File: src/rtl/dpmbx_pkg.sv
package dpmbx_pkg;
    typedef enum logic {
        FLAG_IDLE    = 1'b0,
        FLAG_PENDING = 1'b1
    } flag_state_t;

    localparam int unsigned PORTS = 2;
endpackage

File: src/rtl/dpmbx_decode.sv
module dpmbx_decode #(
    parameter int unsigned AW   = 13,
    parameter int unsigned SELF = 0
) (
    input  logic [AW-1:0] addr,
    input  logic          sel,
    input  logic          wr,
    output logic          post_peer,
    output logic          take_own
);
    localparam logic [AW-1:0] TOP_ADDR  = {AW{1'b1}};
    localparam logic [AW-1:0] OWN_BOX   = (SELF == 0) ? TOP_ADDR - 1'b1 : TOP_ADDR;
    localparam logic [AW-1:0] PEER_BOX  = (SELF == 0) ? TOP_ADDR : TOP_ADDR - 1'b1;

    always_comb begin
        post_peer = sel &&  wr && (addr == PEER_BOX);
        take_own  = sel && !wr && (addr == OWN_BOX);
    end
endmodule

File: src/rtl/dpmbx_flag.sv
module dpmbx_flag
    import dpmbx_pkg::*;
(
    input  logic clk,
    input  logic rst_n,
    input  logic post,
    input  logic take,
    output logic irq_n
);
    flag_state_t state_q, state_d;

    always_ff @(posedge clk) begin
        if (!rst_n) state_q <= FLAG_IDLE;
        else        state_q <= state_d;
    end

    always_comb begin
        state_d = state_q;
        unique case (state_q)
            FLAG_IDLE:    if (post) state_d = FLAG_PENDING;
            FLAG_PENDING: if (take && !post) state_d = FLAG_IDLE;
            default:      state_d = FLAG_IDLE;
        endcase
    end

    always_comb begin
        irq_n = (state_q != FLAG_PENDING);
    end

    assert_post_lowers_R3: assert property (@(posedge clk) disable iff (!rst_n)
        post |=> !irq_n);
    assert_take_raises_R5: assert property (@(posedge clk) disable iff (!rst_n)
        (take && !post) |=> irq_n);
    assert_quiet_holds_R6: assert property (@(posedge clk) disable iff (!rst_n)
        (!take && !post) |=> $stable(irq_n));
    assert_post_beats_take_R9: assert property (@(posedge clk) disable iff (!rst_n)
        (take && post) |=> !irq_n);
endmodule

File: src/rtl/dpmbx_irq_unit.sv
module dpmbx_irq_unit
    import dpmbx_pkg::*;
#(
    parameter int unsigned AW = 13
) (
    input  logic          clk,
    input  logic          rst_n,
    input  logic [AW-1:0] a_addr,
    input  logic          a_sel,
    input  logic          a_wr,
    input  logic [AW-1:0] b_addr,
    input  logic          b_sel,
    input  logic          b_wr,
    output logic          a_irq_n,
    output logic          b_irq_n
);
    logic [AW-1:0]    addr_v [PORTS];
    logic [PORTS-1:0] sel_v, wr_v, post_v, take_v, irq_v;

    always_comb begin
        addr_v[0] = a_addr;
        addr_v[1] = b_addr;
        sel_v     = {b_sel, a_sel};
        wr_v      = {b_wr, a_wr};
    end

    for (genvar p = 0; p < PORTS; p++) begin : g_port
        dpmbx_decode #(.AW(AW), .SELF(p)) u_dec (
            .addr      (addr_v[p]),
            .sel       (sel_v[p]),
            .wr        (wr_v[p]),
            .post_peer (post_v[p]),
            .take_own  (take_v[p])
        );
        dpmbx_flag u_flag (
            .clk   (clk),
            .rst_n (rst_n),
            .post  (post_v[PORTS-1-p]),
            .take  (take_v[p]),
            .irq_n (irq_v[p])
        );
    end

    assign a_irq_n = irq_v[0];
    assign b_irq_n = irq_v[1];

    assert_cross_write_b_R4: assert property (@(posedge clk) disable iff (!rst_n)
        (a_sel && a_wr && a_addr == {AW{1'b1}}) |=> !b_irq_n);
endmodule

File: config.mk
export PLATFORM = sky130hd
export DESIGN_NAME = dpmbx_irq_unit
export DESIGN_NICKNAME = d
export VERILOG_FILES = /design/src/rtl/dpmbx_pkg.sv /design/src/rtl/dpmbx_decode.sv /design/src/rtl/dpmbx_flag.sv /design/src/rtl/dpmbx_irq_unit.sv
export SDC_FILE = /design/constraint.sdc
export NUM_CORES = 1
export LEC_CHECK = 0
export BUFFER_PORTS_ARGS = -buffer_cell sky130_fd_sc_hd__buf_4
export CAP_MARGIN = 20
export CORE_AREA = 3 3 40 42
export DETAILED_ROUTE_END_ITERATION = 10
export DIE_AREA = 0 0 43 45
export PLACE_DENSITY_LB_ADDON = 0.1
export SETUP_SLACK_MARGIN = 0.02
export SYNTH_ARGS = -nofsm -noshare
export SYNTH_HDL_FRONTEND = slang
export SYNTH_SLANG_ARGS = --single-unit
File: constraint.sdc
create_clock -name clk -period 1.25 [get_ports clk]
set_input_delay 0.3125 -clock clk [delete_from_list [all_inputs] [get_ports clk]]
set_output_delay 0.3125 -clock clk [all_outputs]
set_load 0.03 [all_outputs]
==> impl_metrics.csv, run 1 <==
group,metric,value,unit
flow_run,maxCapViolations,0,
clock_network,cts_sinks,2,
floorplan,die_w,43,um
power,power,0.289,mW
clock_network,clk_latency,220,ps
cells_and_area,nets,94,
clock_network,cts-root-buf,"clkbuf_4",
logic_synthesis,netlist_instances,23,
sta,finalSetupViolCount,0,
placed_design,gp_congestion,0.647,
detailed_routing,drc,0,
floorplan,die-area,0.00194,sq mm
logic_synthesis,yosysTopAreaCellShare,25.4,%
worst_setup_path,critPathLaunchType,"flip-flop",
cells_and_area,top_regs,"g_port.u_flag.state_q: 2 flops",
cells_and_area,regMostFlops,"g_port.u_flag.state_q",
worst_setup_path,critical_path_class,"flip-flop to output pin",
worst_setup_path,worstPathArrival,740,ps
detailed_routing,postRouteAntennaNets,0,
logic_synthesis,synthTopCellsByArea,"dfxtp_1, nand4_1, nand2_1",
sta,hold_violations,0,
sta,period_share,84.5,%
power,peakVddDrop,265,uV
logic_synthesis,seq_area_frac_synth,25.4,%
detailed_routing,drt_wl_total,696,um
placed_design,numPlacedInstances,72,
power,p_per_area,636,mW/mm^2
sta,tightest_slew,351,ps
cells_and_area,area_growth,188,%
logic_synthesis,syn_nets,55,
logic_synthesis,synth-seq-cells,2,
sta,rsz0062_at_grt,"no",
placed_design,port_buffers,33,
logic_synthesis,netlist_area,158,sq um
cells_and_area,largest_reg_flops,2,
floorplan,core,0.00128,sq mm
hold_path,hp-class,"input pin to flip-flop",
cells_and_area,antenna_cells,0,
detailed_routing,drtIter0Drc,4,
logic_synthesis,synth-main-ff-cell,"dfxtp_1",
detailed_routing,vias,314,
global_route,antenna_found_initial,0,
clock_network,clockBufferDepth,2,
detailed_routing,wl_per_cell,9.28,um
placed_design,hpwlAfterDp,633,um
sta,period_needed,1060,ps
logic_synthesis,syn_avg_cell_area,6.85,sq um
clock_network,path_clk_slew,30,ps
clock_network,post_cts_buffers,0,
floorplan,fp-row-count,13,
global_route,grtUsageTotal,7.81,%
global_route,grt_pass1_wl,1100,um
outcome,outcome,"completed",
sta,fin_worst_skew,0,ps
clock_network,htreeDepth,1,
detailed_routing,drt_pass1_iterations,2,
logic_synthesis,async_reset_ff_share,0,%
worst_setup_path,critPathCaptureType,"output pin",
global_route,grt_max_degree,5,
detailed_routing,vias_per_cell,4.19,
logic_synthesis,synth_edf_count,0,
logic_synthesis,synth_top_area_cell,"dfxtp_1",
cells_and_area,final_cells,75,
sta,slew_violations,0,
logic_synthesis,yosysWarnings,0,
sta,whs,353,ps
worst_setup_path,crit_fanout,2,
logic_synthesis,ys_types,11,
clock_network,hold_buffers,0,
power,p_leak,0.220,nW
floorplan,top_level_ports,34,
clock_network,cts_made_buffers,3,
clock_network,cts_tree,"done",
floorplan,start_util,12.3,%
global_route,grt_pass1_vias,311,
global_route,grt_overflow_total,0,
cells_and_area,drive_gt1_share,63.3,%
clock_network,cts_resized,0,
sta,relSlewSlack,76.4,%
logic_synthesis,synthTopCellsByCount,"nand2_1, nand4_1",
sta,fmax,947,MHz
worst_setup_path,required,940,ps
floorplan,die_h,45,um
==> layout make-up <==
class / instances / area (sq um)
Clock buffer: 3 / 22.5
Tap cell: 15 / 18.8
Inverter: 2 / 7.51
Multi-Input combinational cell: 19 / 110
Sequential cell: 2 / 40.0
Timing Repair Buffer: 34 / 255
Fill cell: 145 / 831
==> stage by stage <==
step / utilization [%] / cell area, sq um / setup WS, ps / setup TNS [ps]
global route: 35.3 / 454 / 89.1 / 0
CTS: 35.3 / 454 / 179 / 0
finish: 35.3 / 454 / 194 / 0
global placement: 33.6 / 432 / -23.9 / -43.2
detailed placement: 33.6 / 432 / -41.7 / -75.3
floorplan: - / 158 / 119 / 0
==> worst paths after layout <==
check / from / endpoint / slack (ps) / cells after the start
setup reg to reg: g_port[0].u_flag.state_q / g_port[0].u_flag.state_q / 630 / 1
setup / recovery: g_port[0].u_flag.state_q / a_irq_n / 190 / 2
hold / removal: a_wr / g_port[1].u_flag.state_q / 350 / 3
hold reg to reg: g_port[1].u_flag.state_q / g_port[1].u_flag.state_q / 470 / 2
==> placed cells by master (no fill, tap or decap) <==
cell      synthesis  final
nand4_1           5      5
nand3_1           2      2
buf_4             0     34
inv_1             2      2
nor4_2            1      1
and3b_1           1      1
o21ai_0           1      1
nor2_1            2      2
clkbuf_4          0      3
nor4_1            1      1
a32o_1            1      1
nand2_1           5      5
dfxtp_1           2      2
==> where the power goes <==
| group | switching (mW) | internal, mW | total (mW) |
|---|---|---|---|
| clock | 0.0353 | 0.106 | 0.141 |
| sequential | 0.00000169 | 0.0644 | 0.0644 |
| combinational | 0.0190 | 0.0645 | 0.0834 |
| total | 0.0543 | 0.235 | 0.289 |
==> cells by family (layout without fill, tap and decap cells) <==
| logic type | after synthesis | in the layout | synth area share, % |
|---|---|---|---|
| buffers and inverters | 2 | 39 | 4.76 |
| AND/OR/NAND/NOR | 17 | 17 | 60.3 |
| AO/OA/AOI/OAI | 2 | 2 | 9.52 |
| flip-flops | 2 | 2 | 25.4 |
==> layer usage <==
| metal | vias up | GRT usage (%) | part of all wire [%] |
|---|---|---|---|
| met3 | 0 | 5.58 | 22 |
| met4 | 0 | 5.42 | 0 |
| met2 | 32 | 10.5 | 40 |
| li1 | 162 | - | - |
| met1 | 120 | 8.61 | 38 |
| met5 | - | 0 | 0 |
==> critical path: stages, from the launching register on <==
cell	delay, ps
dfxtp_1	320
inv_1	40
buf_4	160
Note: power is estimated with default switching activity, not from simulation.
==> run 2: changes to the inputs <==
- clock period: 1.25 -> 1.1 ns (I/O delays scaled with it)
==> run 2 against run 1 <==
Against the previous run: flip-flop and latch count unchanged; cell count is the same; global-route usage shrank 0.33 points; worst setup slack worse by 110 ps; utilization up 0.097 points; clock-buffer cell count stayed put; largest cell class unchanged; clock power rose by 18%.
==> impl_metrics.csv, run 2 (synthesis results as in run 1) <==
group,metric,value,unit
floorplan,top_level_ports,34,
clock_network,cts_sinks,2,
power,p_leak,0.221,nW
floorplan,die-area,0.00194,sq mm
cells_and_area,largest_reg_flops,2,
sta,setup_tns,0,ps
worst_setup_path,required,820,ps
global_route,antenna_found_initial,0,
clock_network,clk_latency,220,ps
worst_setup_path,critPathLaunchType,"flip-flop",
sta,period_needed,1020,ps
worst_setup_path,crit_family,"flip-flops",
worst_setup_path,crit_fanout,2,
power,power,0.334,mW
cells_and_area,drive_gt1_share,65.0,%
cells_and_area,antenna_cells,0,
detailed_routing,wl_per_cell,9.52,um
outcome,outcome,"completed",
placed_design,gp_congestion,0.603,
cells_and_area,fin_area,455,sq um
floorplan,die_h,45,um
sta,hold_violations,0,
placed_design,port_buffers,33,
clock_network,clockBufferDepth,2,
global_route,grt_max_degree,5,
detailed_routing,vias,323,
clock_network,cts_tree,"done",
cells_and_area,n_fill_cell,147,
global_route,grt_overflow_total,0,
cells_and_area,nets,94,
global_route,grt_pass1_vias,297,
flow_run,maxCapViolations,0,
worst_setup_path,worstPathArrival,740,ps
floorplan,fp-row-count,13,
cells_and_area,top_regs,"g_port.u_flag.state_q: 2 flops",
clock_network,post_cts_buffers,0,
sta,fin_worst_skew,0,ps
sta,relSlewSlack,78.5,%
worst_setup_path,cp_num_buf_inv,2,
global_route,grt_pass1_wl,1040,um
sta,whs,298,ps
placed_design,numPlacedInstances,72,
floorplan,start_util,12.3,%
sta,finalSetupViolCount,0,
detailed_routing,drt_wl_total,714,um
cells_and_area,final_common_cell,"buf_4",
hold_path,hp-class,"input pin to flip-flop",
sta,rsz0062_at_grt,"no",
floorplan,die_w,43,um
clock_network,htreeDepth,1,
floorplan,core,0.00128,sq mm
detailed_routing,postRouteAntennaNets,0,
global_route,grtUsageTotal,7.48,%
cells_and_area,final_cell_mix,"buf_4, nand2_1, nand4_1, clkbuf_4",
power,p_per_area,733,mW/mm^2
power,peakVddDrop,435,uV
detailed_routing,drc,0,
worst_setup_path,crit_chain,"inv_1 -> buf_4",
sta,slew_violations,0,
cells_and_area,area_growth,189,%
detailed_routing,drt_pass1_iterations,4,
worst_setup_path,slowest_stage,"dfxtp_1",
clock_network,path_clk_slew,30,ps
detailed_routing,drtIter0Drc,3,
sta,fmax,982,MHz
sta,period_share,92.6,%
detailed_routing,vias_per_cell,4.31,
placed_design,postPlaceCellArea,432,sq um
worst_setup_path,critPathCaptureType,"output pin",
worst_setup_path,cpPeakStageDelay,320,ps
cells_and_area,final_cells,75,
worst_setup_path,critical_path_class,"flip-flop to output pin",
clock_network,cts_made_buffers,3,
sta,tightest_slew,320,ps
cells_and_area,regMostFlops,"g_port.u_flag.state_q",
clock_network,cts-root-buf,"clkbuf_4",
[run 2: final cells by class]
class | count | area (sq um) | area share, %
timing repair buffer | 34 | 255 | 56.0
inverter | 2 | 7.51 | 1.65
tap | 15 | 18.8 | 4.12
sequential | 2 | 41.3 | 9.07
multi-input combinational | 19 | 110 | 24.2
clock buffer | 3 | 22.5 | 4.95
[run 2: stage by stage]
stage / worst slack (ps) / util, %
floorplan: 53.9 / -
global placement: -117 / 33.6
detailed placement: -106 / 33.6
CTS: 67.3 / 35.3
global route: 39.2 / 35.4
finish: 81.6 / 35.4
[run 2: timing repair]
item / in CTS / in global routing
setup endpoints to repair: 0 / 1
hold buffers: 0 / 0
hold endpoints to repair: 0 / 0
gates resized for setup: 0 / 1
[run 2: layer usage]
| layer | up-vias | track usage [%] | part of all wire [%] |
|---|---|---|---|
| li1 | 162 | - | - |
| met1 | 128 | 7.66 | 36 |
| met2 | 33 | 9.88 | 36 |
| met3 | 0 | 8.76 | 28 |
| met4 | 0 | 1.81 | 0 |
| met5 | - | 0 | 0 |
[run 2: path summary, 6_finish.rpt]
kind                            startpoint                       end  slack [ps]  depth (start not counted)
setup / recovery  g_port[1].u_flag.state_q                   b_irq_n          80                          2
hold / removal                        a_wr  g_port[1].u_flag.state_q         300                          3
setup reg to reg  g_port[0].u_flag.state_q  g_port[0].u_flag.state_q         470                          1
hold reg to reg   g_port[1].u_flag.state_q  g_port[1].u_flag.state_q         470                          2
[run 2: report_power, final]
group          internal, mW  switching [mW]
combinational        0.0732          0.0216
sequential           0.0731      0.00000182
clock                 0.121          0.0455
